## src/rtl/fpsb_pkg.sv

```systemverilog
package fpsb_pkg;
  typedef enum logic [2:0] {
    OP_ADD = 3'd0,
    OP_SUB = 3'd1,
    OP_MUL = 3'd2,
    OP_ILD = 3'd3,
    OP_LD  = 3'd4,
    OP_DIV = 3'd5,
    OP_ST  = 3'd6,
    OP_RSV = 3'd7
  } fp_op_e;

  typedef enum logic [2:0] {
    CZ_NONE  = 3'd0,
    CZ_STORE = 3'd1,
    CZ_DIV   = 3'd2,
    CZ_MUL   = 3'd3,
    CZ_DATA  = 3'd4
  } stall_cz_e;
endpackage

```

## src/rtl/fpsb_reg_slot.sv

```systemverilog
module fpsb_reg_slot #(
  parameter int CW = 6
) (
  input  logic          clk,
  input  logic          rst,
  input  logic          set_i,
  input  logic [CW-1:0] lat_m1_i,
  output logic          busy_o,
  output logic          fresh_o
);
  logic [CW-1:0] cnt;

  always_ff @(posedge clk) begin
    if (rst) begin
      cnt     <= '0;
      busy_o  <= 1'b0;
      fresh_o <= 1'b0;
    end else if (set_i) begin
      cnt     <= lat_m1_i;
      busy_o  <= (lat_m1_i != '0);
      fresh_o <= (lat_m1_i == '0);
    end else if (busy_o) begin
      cnt     <= cnt - CW'(1);
      busy_o  <= (cnt != CW'(1));
      fresh_o <= (cnt == CW'(1));
    end else begin
      fresh_o <= 1'b0;
    end
  end

  // an in-flight result counts down by one each cycle
  a_r6_countdown: assert property (@(posedge clk) disable iff (rst)
    (busy_o && !set_i && cnt > CW'(1)) |=> (busy_o && cnt == $past(cnt) - CW'(1)));

  // the ready strobe lasts one cycle unless the register is rewritten
  a_r9_strobe_once: assert property (@(posedge clk) disable iff (rst)
    (fresh_o && !set_i) |=> !fresh_o);
endmodule

```

## src/rtl/fpsb_unit_occ.sv

```systemverilog
module fpsb_unit_occ
  import fpsb_pkg::*;
#(
  parameter int DIV_LAT  = 39,
  parameter int DIV_TAIL = 2,
  parameter int CW       = 6
) (
  input  logic   clk,
  input  logic   rst,
  input  logic   issue_i,
  input  fp_op_e op_i,
  output logic   st_blk_o,
  output logic   mul_prev_o,
  output logic   div_fp_blk_o,
  output logic   div_unit_busy_o
);
  logic [CW-1:0] div_cnt;

  always_ff @(posedge clk) begin
    if (rst) begin
      div_cnt    <= '0;
      st_blk_o   <= 1'b0;
      mul_prev_o <= 1'b0;
    end else begin
      st_blk_o   <= issue_i && (op_i == OP_ST);
      mul_prev_o <= issue_i && (op_i == OP_MUL);
      if (issue_i && op_i == OP_DIV)
        div_cnt <= CW'(DIV_LAT - 1);
      else if (div_cnt != '0)
        div_cnt <= div_cnt - CW'(1);
    end
  end

  assign div_fp_blk_o    = (div_cnt > CW'(DIV_TAIL));
  assign div_unit_busy_o = (div_cnt != '0);

  // nothing issues in the second execution cycle of a store
  a_r8_store_gap: assert property (@(posedge clk) disable iff (rst)
    st_blk_o |-> !issue_i);

  // no multiply right after a multiply
  a_r4_mul_gap: assert property (@(posedge clk) disable iff (rst)
    mul_prev_o |-> !(issue_i && op_i == OP_MUL));

  // divide blocks all issue until its final cycles
  a_r5_div_hold: assert property (@(posedge clk) disable iff (rst)
    div_fp_blk_o |-> !issue_i);
endmodule

```

## src/rtl/fpsb_hazard.sv

```systemverilog
module fpsb_hazard
  import fpsb_pkg::*;
#(
  parameter int NREG = 8,
  parameter int TW   = 3
) (
  input  fp_op_e          op_i,
  input  logic [TW-1:0]   dst_i,
  input  logic [TW-1:0]   src_a_i,
  input  logic [TW-1:0]   src_b_i,
  input  logic            use_a_i,
  input  logic            use_b_i,
  input  logic [NREG-1:0] busy_i,
  input  logic [NREG-1:0] fresh_i,
  input  logic            st_blk_i,
  input  logic            mul_prev_i,
  input  logic            div_fp_blk_i,
  input  logic            div_unit_busy_i,
  output stall_cz_e       cause_o
);
  logic is_st, writes, raw_a, raw_b, waw, st_early, data_hit, div_hit;

  always_comb begin
    is_st    = (op_i == OP_ST);
    writes   = !is_st;
    raw_a    = use_a_i && busy_i[src_a_i];
    raw_b    = use_b_i && busy_i[src_b_i];
    waw      = writes && busy_i[dst_i];
    st_early = is_st && use_a_i && fresh_i[src_a_i];
    data_hit = raw_a || raw_b || waw || st_early;
    div_hit  = div_fp_blk_i || ((op_i == OP_DIV) && div_unit_busy_i);

    if (st_blk_i)                         cause_o = CZ_STORE;
    else if (div_hit)                     cause_o = CZ_DIV;
    else if (op_i == OP_MUL && mul_prev_i) cause_o = CZ_MUL;
    else if (data_hit)                    cause_o = CZ_DATA;
    else                                  cause_o = CZ_NONE;
  end
endmodule

```

## src/rtl/fp_issue_scoreboard.sv

```systemverilog
module fp_issue_scoreboard
  import fpsb_pkg::*;
#(
  parameter int NREG      = 8,
  parameter int ARITH_LAT = 3,
  parameter int LOAD_LAT  = 1,
  parameter int DIV_LAT   = 39,
  parameter int DIV_TAIL  = 2
) (
  input  logic                      clk,
  input  logic                      rst,
  input  logic                      in_valid,
  output logic                      in_ready,
  input  logic [2:0]                in_op,
  input  logic [$clog2(NREG)-1:0]   in_dst,
  input  logic [$clog2(NREG)-1:0]   in_src_a,
  input  logic [$clog2(NREG)-1:0]   in_src_b,
  input  logic                      in_use_a,
  input  logic                      in_use_b,
  output logic                      issue_fire,
  output logic                      stall,
  output logic [2:0]                stall_cause,
  output logic [NREG-1:0]           result_ready
);
  localparam int TW = $clog2(NREG);
  localparam int CW = $clog2(DIV_LAT + 1);

  fp_op_e        op;
  stall_cz_e     cause;
  logic [CW-1:0] lat_m1;
  logic [NREG-1:0] busy_vec, fresh_vec;
  logic st_blk, mul_prev, div_fp_blk, div_unit_busy;

  assign op = fp_op_e'(in_op);

  always_comb begin
    case (op)
      OP_LD:   lat_m1 = CW'(LOAD_LAT - 1);
      OP_DIV:  lat_m1 = CW'(DIV_LAT - 1);
      default: lat_m1 = CW'(ARITH_LAT - 1);
    endcase
  end

  fpsb_hazard #(.NREG(NREG), .TW(TW)) u_hazard (
    .op_i(op), .dst_i(in_dst), .src_a_i(in_src_a), .src_b_i(in_src_b),
    .use_a_i(in_use_a), .use_b_i(in_use_b),
    .busy_i(busy_vec), .fresh_i(fresh_vec),
    .st_blk_i(st_blk), .mul_prev_i(mul_prev),
    .div_fp_blk_i(div_fp_blk), .div_unit_busy_i(div_unit_busy),
    .cause_o(cause)
  );

  assign in_ready    = (cause == CZ_NONE);
  assign issue_fire  = in_valid && in_ready;
  assign stall       = in_valid && !in_ready;
  assign stall_cause = in_valid ? cause : CZ_NONE;

  fpsb_unit_occ #(.DIV_LAT(DIV_LAT), .DIV_TAIL(DIV_TAIL), .CW(CW)) u_occ (
    .clk(clk), .rst(rst), .issue_i(issue_fire), .op_i(op),
    .st_blk_o(st_blk), .mul_prev_o(mul_prev),
    .div_fp_blk_o(div_fp_blk), .div_unit_busy_o(div_unit_busy)
  );

  for (genvar i = 0; i < NREG; i++) begin : g_slot
    logic set_i;
    assign set_i = issue_fire && (op != OP_ST) && (in_dst == TW'(i));
    fpsb_reg_slot #(.CW(CW)) u_slot (
      .clk(clk), .rst(rst), .set_i(set_i), .lat_m1_i(lat_m1),
      .busy_o(busy_vec[i]), .fresh_o(fresh_vec[i])
    );
  end

  assign result_ready = fresh_vec;

  // a held operation never fires and a fired one is present
  a_r1_fire_valid: assert property (@(posedge clk) disable iff (rst)
    issue_fire |-> (in_valid && !stall));

  // a store never issues in the cycle its source first becomes readable
  a_r7_store_early: assert property (@(posedge clk) disable iff (rst)
    (issue_fire && op == OP_ST && in_use_a) |-> !result_ready[in_src_a]);

  // reset leaves no strobes and accepts the next operation
  a_r11_reset_clear: assert property (@(posedge clk)
    rst |=> (result_ready == '0 && in_ready));
endmodule

```

## config.mk

```make
export PLATFORM = sky130hd
export DESIGN_NAME = fp_issue_scoreboard
export DESIGN_NICKNAME = d
export VERILOG_FILES = /design/src/rtl/fpsb_pkg.sv /design/src/rtl/fpsb_reg_slot.sv /design/src/rtl/fpsb_unit_occ.sv /design/src/rtl/fpsb_hazard.sv /design/src/rtl/fp_issue_scoreboard.sv
export SDC_FILE = /design/constraint.sdc
export NUM_CORES = 1
export LEC_CHECK = 0
export BUFFER_PORTS_ARGS = -buffer_cell sky130_fd_sc_hd__buf_4
export CORE_MARGIN = 2
export CORE_UTILIZATION = 60
export CTS_BUF_LIST = sky130_fd_sc_hd__clkbuf_8
export DETAILED_ROUTE_END_ITERATION = 12
export PLACE_DENSITY = 0.86
export RECOVER_POWER = 25
export SLEW_MARGIN = 5
export SYNTH_ARGS = -nofsm -noshare
export SYNTH_HDL_FRONTEND = slang
export SYNTH_SLANG_ARGS = --single-unit
```

## constraint.sdc

```tcl
create_clock -name clk -period 7.6 [get_ports clk]
set_input_delay 0.76 -clock clk [delete_from_list [all_inputs] [get_ports clk]]
set_output_delay 0.76 -clock clk [all_outputs]
set_load 0.03 [all_outputs]
```

### Word-level counts from Yosys, hierarchy flattened

Cells that the tools add are included.
W data, S select, Z words.

| storage, ports and cells | value |
|---|---|
| register bits | 72 |
| input port bits | 17 |
| logic and storage cells | 175 |
| output and inout port bits | 14 |

| operators by class | value |
|---|---|
| mux-type cells | 64 |
| equality and inequality tests | 28 |
| order comparisons | 4 |
| reduce and logical (&&, ||, !) cells | 42 |
| add/sub/neg operators | 9 |

Operators by type and width:

| operator | count |
|---|---|
| $mux W6 | 18 |
| $sub A6 B1 Y6 const B | 9 |
| $eq A6 B1 Y1 const B | 8 |
| $ne A6 B1 Y1 const B | 8 |
| $mux W1 | 36 |
| $eq A3 B3 Y1 const B | 7 |
| $logic_and A1 B1 Y1 | 21 |
| $reduce_bool A2 Y1 | 9 |
| $mux W3 | 5 |
| $bmux W1 S3 | 4 |
| $lt A3 B4 Y1 const B | 3 |
| $pmux W6 S2 | 1 |
| $reduce_bool A6 Y1 | 2 |
| $eq A3 B2 Y1 const B | 3 |
| $gt A6 B2 Y1 const B | 1 |
| $logic_not A3 Y1 | 2 |
| $logic_not A6 Y1 | 1 |
| $logic_or A1 B1 Y1 | 4 |
| $eq A3 B1 Y1 const B | 1 |
| $ne A3 B3 Y1 const B | 1 |
| $logic_not A1 Y1 | 2 |
| $reduce_or A2 Y1 | 1 |

### Longest topological paths before layout

Gate-level depths: netlist of the first run.

| logic depth | value |
|---|---|
| depth after elaboration | 15 |
| gate-level depth with buffers | 10 |
| mapped depth without buffers | 8 |

### Hierarchy

From an unflattened synthesis of the first run, not the netlist that was laid out.

| second synthesis, totals | value |
|---|---|
| cell total of the unflattened synthesis | 514 |
| area total of the unflattened synthesis | 4,496.8 um^2 |

By module, submodules not included:

| module | sequential area each (um^2) | times used | cells an instance | area an instance (um^2) |
|---|---|---|---|---|
| fpsb_reg_slot | 160.2 | 8 | 51 | 445.4 |
| fpsb_unit_occ | 160.2 | 1 | 41 | 397.9 |
| fpsb_hazard | 0.0 | 1 | 39 | 350.3 |
| fp_issue_scoreboard | 0.0 | 1 | 26 | 185.2 |

### Worst setup path before layout of the first run

No wires, ideal clock.

| timing | value |
|---|---|
| path type | input to output |
| from | input in_src_a[0] |
| to | output stall |
| slack | 3.292 ns |
| cell stages on the path | 6 |
| required time | 6.840 ns |
| arrival | 3.548 ns |
| path buffers | 1 |
| cells stage by stage | clkbuf_1 -> mux4_2 -> o221ai_1 -> nand3_1 -> nor4_1 -> nor2b_1 |

| between the ends | value |
|---|---|
| longest elaborated chain between the ends | 13 |
| elaborated cells on any way between the ends | 16 |
| classes of those cells | 8 x mux; 8 x reduce/logical |

Ends and longest elaborated chain:

| item | RTL line | RTL |
|---|---|---|
| start: declaration | fp_issue_scoreboard.sv:16 | `input logic [$clog2(NREG)-1:0] in_src_a,` |
| $bmux W1 S3 | fpsb_hazard.sv:26 | `raw_a = use_a_i && busy_i[src_a_i];` |
| $mux W1 (not written as such) | fpsb_hazard.sv:26 |  |
| $logic_and A1 B1 Y1 | fpsb_hazard.sv:26 |  |
| $logic_or A1 B1 Y1 (2 in series) | fpsb_hazard.sv:30 | `data_hit = raw_a \|\| raw_b \|\| waw \|\| st_early;` |
| $logic_or A1 B1 Y1 (*) | fpsb_hazard.sv:30 |  |
| $mux W3 (*) | fpsb_hazard.sv:36 | `else if (data_hit) cause_o = CZ_DATA;` |
| $mux W3 (*) | fpsb_hazard.sv:35 | `else if (op_i == OP_MUL && mul_prev_i) cause_o = CZ_MUL;` |
| $mux W3 (*) | fpsb_hazard.sv:34 | `else if (div_hit) cause_o = CZ_DIV;` |
| $mux W3 (*) | fpsb_hazard.sv:33 | `if (st_blk_i) cause_o = CZ_STORE;` |
| $logic_not A3 Y1 (*) | fp_issue_scoreboard.sv:53 | `assign in_ready = (cause == CZ_NONE);` |
| via in_ready | fp_issue_scoreboard.sv:13 | `output logic in_ready,` |
| $logic_not A1 Y1 (*) | fp_issue_scoreboard.sv:55 | `assign stall = in_valid && !in_ready;` |
| $logic_and A1 B1 Y1 (*) | fp_issue_scoreboard.sv:55 |  |
| end: declaration | fp_issue_scoreboard.sv:21 | `output logic stall,` |

Mark *: on every way through the listed nets, which the timed path passes. The rest lies on a longest branch. The select of a mux whose other input is x is not followed.

### Worst setup path after layout of the first run

| timing | value |
|---|---|
| from | input in_src_a[0] |
| to | output issue_fire |

| between the ends | value |
|---|---|
| longest elaborated chain between the ends | 12 |
| elaborated cells on any way between the ends | 15 |
| classes of those cells | 8 x mux; 7 x reduce/logical |

Ends and longest elaborated chain:

| item | RTL line | RTL |
|---|---|---|
| $bmux W1 S3 | fpsb_hazard.sv:26 |  |
| $mux W1 (not written as such) | fpsb_hazard.sv:26 |  |
| $logic_and A1 B1 Y1 | fpsb_hazard.sv:26 |  |
| $logic_or A1 B1 Y1 (2 in series) | fpsb_hazard.sv:30 |  |
| $logic_or A1 B1 Y1 (*) | fpsb_hazard.sv:30 |  |
| $mux W3 (*) | fpsb_hazard.sv:36 |  |
| $mux W3 (*) | fpsb_hazard.sv:35 |  |
| $mux W3 (*) | fpsb_hazard.sv:34 |  |
| $mux W3 (*) | fpsb_hazard.sv:33 |  |
| $logic_not A3 Y1 (*) | fp_issue_scoreboard.sv:53 |  |
| $logic_and A1 B1 Y1 (*) | fp_issue_scoreboard.sv:54 | `assign issue_fire = in_valid && in_ready;` |
| end: declaration | fp_issue_scoreboard.sv:20 | `output logic issue_fire,` |

Mark *: on every way between the ends. The rest lies on a longest branch, timed or not. The select of a mux whose other input is x is not followed.

==> results.cfg, run 1 <==
[status]
status = finished clean

[hold_path]
holdPathStages = 2
min_to = g_slot[2].u_slot.cnt[1]$_SDFFE_PP0P_
min_from = g_slot[2].u_slot.cnt[1]$_SDFFE_PP0P_
hold_class = reg -> reg

[clock_network]
h-tree-depth = 3
cts_resized = 0
worst_skew_pair.late_latency_ns = 0.34
cts_setup_buffers = 0
clkSlewWorstSetupHoldPaths_ns = 0.07
ctsHoldBuffers = 0
clk_path_buf_depth = 2
cts_tree = yes
cts_buffers = 9
cts_num_sinks = 72
root_buffer = clkbuf_8

[sta]
rsz0062_at_grt = false
maxSlewHeadroom_pct = 32.0
worst_slew_pin_slew_ns = 1.02
fin_hold_ws_ns = 0.509
fin_crit_ns = 3.81
skew_ns = 0.00702
maxSlewViolCount = 0
max_freq_mhz = 262
fin_tns_setup_ns = 0
fin_crit_sh_pct = 50.2
hold_viol_final = 0
setup_viol = 0

[place]
gp_congestion = 0.855
io_buffers = 30
dp_hpwl_mm = 7.01

[worst_setup_path]
cp.required_ns = 6.84
rr_endpoint = g_slot[2].u_slot.cnt[1]$_SDFFE_PP0P_
cp_top_family = simple AND/OR/NAND/NOR gates
rrSetupSlack_ns = 4.57
cp_slowest_cell = and4_1
slowest_delay_ns = 0.70
critPathLaunchType = input port
cp.arrival_ns = 3.05
r2r_start = u_occ.div_cnt[2]$_SDFFE_PP0P_
criticalPathCategory = in -> out
crit_path_max_fanout = 20
r2r_cells = 6
crit_chain = clkbuf_1 -> mux4_2 -> o221ai_1 -> and4_1 -> buf_4
end_kind = output port
cp_num_buf_inv = 2

[global_routing]
grt_pass1_wl_mm = 15.8
antenna_found_initial = 0
grt_pass1_vias = 3361
grt.overflow.total = 0
grt_max_degree = 60
grt_usage_pct = 26.1

[die]
rows = 30
die_y_um = 88.0
io_pins = 31
core_area_mm2 = 0.00683
die_area_mm2 = 0.00775
start_util_pct = 62.0
die_w_um = 88.0

[routing]
vias_per_cell = 6.03
wl_per_cell_um = 15.7
vias = 3774
dr.pass1.iters = 5
drc = 0
drt-total-wl_mm = 9.82
drtIter0Drc = 241
ant_nets = 0

[synthesis]
yosysUniqueCellTypes = 49
syn_inst = 521
synth_nets = 557
ys_ff_latch = 72
synth_area_mm2 = 0.00424
yosysWarningCount = 0
ys_seq_area_share_pct = 34.0
syn_area_per_cell_um2 = 8.13

[layout]
area_delta_synth_final_pct = 7.35
layout_commonest_cell = dfxtp_1
diodes = 0
fin_nets = 562
final_cell_mix = dfxtp_1, nor2_1, nor3_1, a21oi_1
drive_gt1_share_pct = 10.2

[power]
p_per_area_mw_per_mm2 = 240
vdd_ir_drop_max_mv = 0.165
p_leak_nw = 1.55

[job]
drv_cap = 0
worst reg2reg max path, stage by stage, from the launching register on:
cell and delay, ns:
dfxtp_1 0.34, or4_4 0.57, a2111o_1 0.52, nor4_2 0.35, nand4_2 0.47, o21ai_0 0.52
o21ai_0 0.14
how the worst max path moves through the flow:
stage | startpoint | endpoint | cells past startpoint
after floorplan | in_src_a[0] | stall | 6
after global placement | in_op[2] | issue_fire | 6
after detailed placement | in_op[2] | issue_fire | 6
after CTS | u_occ.div_cnt[2]$_SDFFE_PP0P_ | issue_fire | 5
after global routing | in_src_a[0] | issue_fire | 5
final | in_src_a[0] | issue_fire | 5
where the power goes:
part           switching, W  internal [W]  total [W]
combinational      0.000220      0.000151   0.000370
sequential        0.0000392      0.000413   0.000452
clock              0.000138      0.000132   0.000271
total              0.000397      0.000696    0.00109
synth_stat cells, drive strengths merged:
| master | count | area (um^2) |
|---|---|---|
| a2111o | 1 | 11.3 |
| a211oi | 1 | 7.51 |
| a21oi | 40 | 200 |
| a311oi | 6 | 52.6 |
| a31oi | 10 | 62.6 |
| a32oi | 1 | 8.76 |
| and2 | 7 | 43.8 |
| and3 | 6 | 37.5 |
| and3b | 3 | 26.3 |
| and4 | 1 | 8.76 |
| buf | 10 | 70.1 |
| clkbuf | 26 | 98.8 |
| dfxtp | 72 | 1440 |
| ha | 19 | 238 |
| inv | 27 | 101 |
| mux2 | 3 | 33.8 |
| mux2i | 2 | 20.0 |
| mux4 | 5 | 113 |
| nand2 | 28 | 105 |
| nand2b | 11 | 68.8 |
| nand3 | 9 | 45.0 |
| nand3b | 7 | 52.6 |
| nand4 | 12 | 87.6 |
| nand4b | 3 | 26.3 |
| nor2 | 53 | 199 |
| nor2b | 7 | 43.8 |
| nor3 | 41 | 205 |
| nor3b | 3 | 22.5 |
| nor4 | 8 | 71.3 |
| nor4b | 10 | 87.6 |
| nor4bb | 1 | 10.0 |
| o2111ai | 1 | 8.76 |
| o211ai | 7 | 52.6 |
| o21a | 4 | 30.0 |
| o21ai | 18 | 90.1 |
| o221ai | 2 | 17.5 |
| o31a | 1 | 8.76 |
| o31ai | 9 | 67.6 |
| or2 | 6 | 37.5 |
| or3 | 11 | 68.8 |
| or3b | 1 | 8.76 |
| or4 | 1 | 11.3 |
| xnor2 | 26 | 228 |
| xor2 | 1 | 8.76 |
state kept, by name (all words and copies together) (netlist names):
name,count
u_occ.mul_prev_o,1
u_occ.div_cnt,6
u_occ.st_blk_o,1
g_slot.u_slot.busy_o,8
g_slot.u_slot.cnt,48
g_slot.u_slot.fresh_o,8
cell families after synthesis:
| logic type | count (synthesis) | synth area share, % |
|---|---|---|
| AO/OA/AOI/OAI | 101 | 14.6 |
| multiplexers | 10 | 3.93 |
| flip-flops | 72 | 34.0 |
| XOR/XNOR | 27 | 5.58 |
| AND/OR/NAND/NOR | 229 | 29.9 |
| buffers and inverters | 63 | 6.38 |
| adder cells (fa/ha/maj) | 19 | 5.61 |
final cells by class:
cell class | count | area [um^2]
clock buffers | 11 | 151
clock inverters | 4 | 21.3
fillers | 588 | 2280
inverters | 27 | 101
multi-input cells | 386 | 2530
flip-flops and latches | 72 | 1440
well taps | 96 | 120
repair buffers | 30 | 188
metal layers:
metal / vias up / track usage, % / wire [um] / share of wire (%)
li1: 1861 / - / - / -
met1: 1788 / 33.3 / 4250 / 43
met2: 110 / 44.1 / 4830 / 49
met3: 15 / 5.75 / 528 / 5.4
met4: 0 / 8.26 / 204 / 2.1
met5: - / 0 / 0 / 0
metrics by stage:
step | total power (W) | instance area (um^2) | util (%) | worst slack (ns) | std cells
after detailed placement | 0.000825 | 4410 | 64.6 | 3.91 | 611
after global placement | 0.000810 | 4410 | 64.6 | 4.03 | 611
after CTS | 0.00110 | 4590 | 67.1 | 3.89 | 626
after global routing | 0.00116 | 4550 | 66.6 | 3.64 | 626
after floorplan | 0.000739 | 4240 | - | 3.29 | 521
final | 0.00109 | 4550 | 66.6 | 3.79 | 626
No activity file was read; power rests on OpenSTA's default activity.
==> inputs of run 2 (changes only) <==
clock period = 3.6 ns   (was 7.6 ns; I/O delays follow)
==> run 2 against run 1 <==
  * Sequential share of layout area decreased by 0.15 points
  * Non-clock buffer count is the same
  * Sequential cell count unchanged
  * Clock power rose to 2.6 times the previous value
  * Total power rose by 120%
  * Final cell count did not move
  * Register-to-register slack worse by 4.3 ns
  * Die area unchanged
  * Via count rose by 3.2%
  * Final area increased by 0.47%
  * First-iteration DRC count rose by 28%
  * Global-route usage is 1.3 points higher
  * Critical path type is now reg -> out
==> results.cfg, run 2 (same netlist as run 1, synthesis figures left out) <==
[power]
vdd_ir_drop_max_mv = 0.275
clkPwrFrac_pct = 28.9
p_leak_nw = 1.57
power_frac_comb_pct = 31.7
internal_power_w = 0.00156
p_sw_share_pct = 35.6
power.switching_w = 0.000861
p_per_area_mw_per_mm2 = 529
sequentialPowerShare_pct = 39.4

[place]
gp_congestion = 0.804
place_area_mm2 = 0.00441
dpl.cell_count = 611
io_buffers = 30
dp_hpwl_mm = 7.04

[clock_network]
clkSlewWorstSetupHoldPaths_ns = 0.08
clk_path_buf_depth = 2
cts_num_sinks = 72
cts_buffers = 9
h-tree-depth = 3
cts_setup_buffers = 0
worst_skew_pair.late_latency_ns = 0.35
cts_resized = 0
ctsHoldBuffers = 0
root_buffer = clkbuf_8
cts_tree = yes

[layout]
final_core_util_pct = 66.9
final_cell_mix = dfxtp_1, nor2_1, nor3_1, a21oi_1, nand2_1
ff_latch_area_mm2 = 0.00144
finalNonFillerCells = 626
fin_nets = 562
top_regs = g_slot.u_slot.cnt x48, g_slot.u_slot.busy_o x8, g_slot.u_slot.fresh_o x8
diodes = 0
largest_register_ffs = 48
fin_area_mm2 = 0.00457
multi_input_area_mm2 = 0.00251
largest_register = g_slot.u_slot.cnt
n_fill_cell = 542
layout_commonest_cell = dfxtp_1
drive_gt1_share_pct = 10.2
area_delta_synth_final_pct = 7.85

[worst_setup_path]
cp_num_buf_inv = 1
r2r_cells = 6
critPathLaunchType = flip-flop
cp.arrival_ns = 2.97
criticalPathCategory = reg -> out
rrSetupSlack_ns = 0.31
startpoint = u_occ.div_cnt[2]$_SDFFE_PP0P_
crit_path_max_fanout = 20
rr_endpoint = g_slot[5].u_slot.busy_o$_SDFF_PP0_
crit_chain = or4_1 -> a2111o_1 -> a211oi_1 -> and4_1 -> buf_4
slowest_delay_ns = 0.64
cp.required_ns = 3.24
r2r_start = u_occ.div_cnt[2]$_SDFFE_PP0P_
end_kind = output port
cp_top_family = simple AND/OR/NAND/NOR gates
cp_slowest_cell = and4_1

[die]
die_w_um = 88.0
io_pins = 31
core_area_mm2 = 0.00683
die_y_um = 88.0
die_area_mm2 = 0.00775
rows = 30
start_util_pct = 62.0

[routing]
ant_nets = 0
drc = 0
drtIter0Drc = 309
drt-total-wl_mm = 10.3
vias_per_cell = 6.22
dr.pass1.iters = 5
wl_per_cell_um = 16.4
vias = 3895

[status]
status = finished clean

[hold_path]
min_from = in_op[2]
hold_class = in -> reg
min_to = u_occ.mul_prev_o$_SDFF_PP0_
holdPathStages = 2

[sta]
hold_viol_final = 0
rsz0062_at_grt = false
maxSlewViolCount = 0
maxSlewHeadroom_pct = 25.1
fin_crit_ns = 3.33
fin_tns_setup_ns = 0
skew_ns = 0.00713
max_freq_mhz = 301
fin_crit_sh_pct = 92.4
setup_viol = 0
worst_slew_pin_slew_ns = 1.12

[job]
drv_cap = 0

[global_routing]
grt_pass1_vias = 3562
grt.overflow.total = 0
grt_max_degree = 60
grt_usage_pct = 27.3
grt_pass1_wl_mm = 16.6
antenna_found_initial = 0
==> run 2: cell count changes in the layout (fill, tap and decap cells not counted), sizes merged <==
cell / before / now
clkbuf: 21 / 18
bufinv: 0 / 2
buf: 20 / 21
clkinvlp: 1 / 2
inv: 28 / 27
==> run 2: how the worst max path moves through the flow <==
stage                     slack (ns)  cells past startpoint                                    to
after floorplan                 0.09                      6                                 stall
after global placement          0.73                      6    g_slot[5].u_slot.busy_o$_SDFF_PP0_
after detailed placement        0.59                      6  g_slot[2].u_slot.cnt[1]$_SDFFE_PP0P_
after CTS                       0.33                      5                            issue_fire
after global routing            0.15                      6    g_slot[5].u_slot.busy_o$_SDFF_PP0_
final                           0.27                      5                            issue_fire
==> run 2: layout make-up <==
type	instances	share of cell area, %
multi-input combinational	386	54.9
clock inverter	6	1.86
tap	96	2.63
clock buffer	9	2.71
inverter	27	2.22
sequential	72	31.5
timing repair buffer	30	4.19
==> run 2: metal layers <==
metal  up-vias  share of wire [%]  track usage [%]
li1       1856                  -                -
met1      1829                 42             35.3
met2       164                 47             45.2
met3        46                7.1             4.90
met4         0                4.0             11.4
met5         -                  0                0
==> run 2: power by group through the flow <==
stage          clock network [W]  registers, W  logic [W]
2_1_floorplan                  0      0.000942   0.000618
3_3_place_gp                   0      0.000966   0.000741
3_5_place_dp                   0      0.000971   0.000773
4_1_cts                 0.000705      0.000953   0.000782
5_1_grt                 0.000735      0.000965   0.000848
6_report                0.000700      0.000954   0.000766
==> run 2: stage by stage <==
stage	total power (W)	hold slack, ns	setup WS, ns
floorplan	0.00156	0.437	0.0917
global placement	0.00171	0.481	0.732
detailed placement	0.00174	0.490	0.594
CTS	0.00244	0.217	0.330
global route	0.00255	0.232	0.149
finish	0.00242	0.229	0.273
==> inputs of run 3 (changes only) <==
CORE_UTILIZATION = 57   (was 60)
SYNTH_HIERARCHICAL = 1   (was default)
clock period = 3 ns   (was 3.6 ns; I/O delays follow)
==> run 3 against run 2 <==
  * Register-to-register slack lost 0.26 ns
  * Sequential share of layout area shrank 5.0 points
  * First-iteration DRC count shrank 27%
  * Critical endpoint is now g_slot[7].u_slot/busy_o$_SDFF_PP0_
  * Clock-buffer cell count grew 3
==> results.cfg, run 3 <==
[clock_network]
h-tree-depth = 3
root_buffer = clkbuf_8
clkSlewWorstSetupHoldPaths_ns = 0.08
ctsHoldBuffers = 0
worst_skew_pair.late_latency_ns = 0.35
clk_path_buf_depth = 2
cts_num_sinks = 72
cts_buffers = 9
cts_tree = yes

[synthesis]
syn_area_per_cell_um2 = 8.75
synthFlopType = dfxtp_1
synth_area_mm2 = 0.00450
ys_seq_area_share_pct = 32.1
yosysUniqueCellTypes = 55
yosys-top-cells-area = dfxtp_1, ha_1, nand2_1
ys_ff_latch = 72
yosysWarningCount = 6
syn_inst = 514
synth_top_area_cell = dfxtp_1
yosysMostFrequentCell = dfxtp_1
synth_common_cells = dfxtp_1, nand2_1, inv_1, nor2_1, a21oi_1
netlist.area_leader.share_pct = 32.1
async_flop_share_pct = 0
synth_enable_flop_cells = 0

[routing]
drc = 0
drtIter0Drc = 225
drt-total-wl_mm = 10.9
wl_per_cell_um = 15.3
vias_per_cell = 5.85
dr.pass1.iters = 4
vias = 4180
ant_nets = 0

[place]
io_buffers = 30
dp_hpwl_mm = 7.14
gp_congestion = 0.912

[layout]
largest_register = g_slot.u_slot/cnt
final_cell_mix = dfxtp_1, nand2_1, conb_1, buf_4, nor2_1
final_core_util_pct = 70.8
ff_latch_area_mm2 = 0.00144
top_regs = g_slot.u_slot/cnt x48, g_slot.u_slot/busy_o x8, g_slot.u_slot/fresh_o x8
layout_commonest_cell = dfxtp_1
n_fill_cell = 561
diodes = 0
largest_register_ffs = 48
fin_nets = 643
area_delta_synth_final_pct = 21.0
multi_input_area_mm2 = 0.00306
drive_gt1_share_pct = 20.9

[die]
rows = 32
core_area_mm2 = 0.00769
start_util_pct = 58.5
die_y_um = 92.8
die_area_mm2 = 0.00862
io_pins = 31
die_w_um = 92.8

[sta]
setup_viol = 0
hold_viol_final = 0
fin_hold_ws_ns = 0.182
maxSlewHeadroom_pct = 47.1
fin_crit_ns = 2.95
rsz0062_at_grt = true
worst_slew_pin_slew_ns = 0.794
skew_ns = 0.00943
maxSlewViolCount = 0
max_freq_mhz = 339
fin_crit_sh_pct = 98.2

[power]
p_per_area_mw_per_mm2 = 585
power.total_w = 0.00318
vdd_ir_drop_max_mv = 0.324
p_leak_nw = 1.94

[worst_setup_path]
crit_chain = inv_1 -> ha_1 -> nand2_1 -> and4b_1 -> nor3_2 -> nand2b_1 -> a31oi_2 -> or4b_4 -> nor4_4 -> buf_6 -> clkinvlp_4 -> a221oi_2
cp.arrival_ns = 3.21
cp_slowest_cell = or4b_4
slowest_delay_ns = 0.61
critPathLaunchType = flip-flop
cp_top_family = simple AND/OR/NAND/NOR gates
cp_num_buf_inv = 3
crit_path_max_fanout = 6
criticalPathCategory = reg -> reg
end_kind = flip-flop
cp.required_ns = 3.26

[global_routing]
grt_usage_pct = 24.4
grt_pass1_wl_mm = 17.0
antenna_found_initial = 0
grt_max_degree = 71
grt_pass1_vias = 3902
grt.overflow.total = 0

[job]
drv_cap = 0

[hold_path]
hold_class = in -> reg

[status]
status = finished clean
-- run 3: changes by cell type in the layout (fill, tap and decap cells not counted), sizes merged, moves of 17 or more --
cell	change
a211oi	+17
buf	+28
conb	+48
nand2	+23
nor3	-31
or4	+25
xnor2	-17
-- run 3: final cells by class --
type	count	area share, %
multi-input cells	424	56.2
repair buffers	57	7.45
clock buffers	12	3.04
clock inverters	4	0.943
repair inverters	4	0.460
flip-flops and latches	72	26.5
well taps	102	2.35
inverters	39	2.97
-- run 3: worst paths after layout --
kind | startpoint | to | slack (ns) | cells after the start
worst min-delay path | in_op[2] | u_occ/mul_prev_o$_SDFF_PP0_ | 0.18 | 2
worst min register to register | g_slot[4].u_slot/cnt[5]$_SDFFE_PP0P_ | g_slot[4].u_slot/cnt[5]$_SDFFE_PP0P_ | 0.51 | 2
worst max-delay path | u_occ/div_cnt[1]$_SDFFE_PP0P_ | g_slot[7].u_slot/busy_o$_SDFF_PP0_ | 0.05 | 12
worst max register to register | u_occ/div_cnt[1]$_SDFFE_PP0P_ | g_slot[7].u_slot/busy_o$_SDFF_PP0_ | 0.05 | 12
-- run 3: repair_timing --
item,4_1_cts,5_1_grt
cloned,0,5
pin swaps,0,7
endpoints found under the hold margin,0,0
buffers inserted,0,0
setup endpoints to repair,35,64
gates resized for setup,8,41
-- run 3: cells by family after synthesis --
| kind of cell | synth area share, % |
|---|---|
| compound gates | 18.8 |
| buf+inv | 8.96 |
| simple gates | 26.4 |
| mux | 3.62 |
| xor+xnor | 4.87 |
| other cells | 0.0834 |
| fa+ha+maj | 5.29 |
| flops | 32.1 |
-- run 3: power breakdown --
part / leakage [nW] / internal (W) / switching [W] / total (W)
registers: 0.584 / 0.00108 / 0.000131 / 0.00121
clock network: 0.109 / 0.000452 / 0.000367 / 0.000819
logic: 1.25 / 0.000535 / 0.000614 / 0.00115
total: 1.94 / 0.00207 / 0.00111 / 0.00318
-- run 3: metal layers --
metal  vias up  routed length (um)  track usage [%]
li1       2038                   -                -
met1      1997                4650             28.8
met2       125                5430             42.4
met3        20                 619             6.10
met4         0                 221             9.56
met5         -                   0                0
-- run 3: through the flow --
step	instances	TNS, ns	area, um^2	worst slack [ns]
2_1_floorplan	561	-1.35	4670	-0.0761
3_3_place_gp	693	-0.353	4970	-0.115
3_5_place_dp	693	-2.10	4970	-0.153
4_1_cts	709	-0.0719	5240	-0.0240
5_1_grt	714	-0.749	5440	-0.0936
6_report	714	0	5440	0.0544
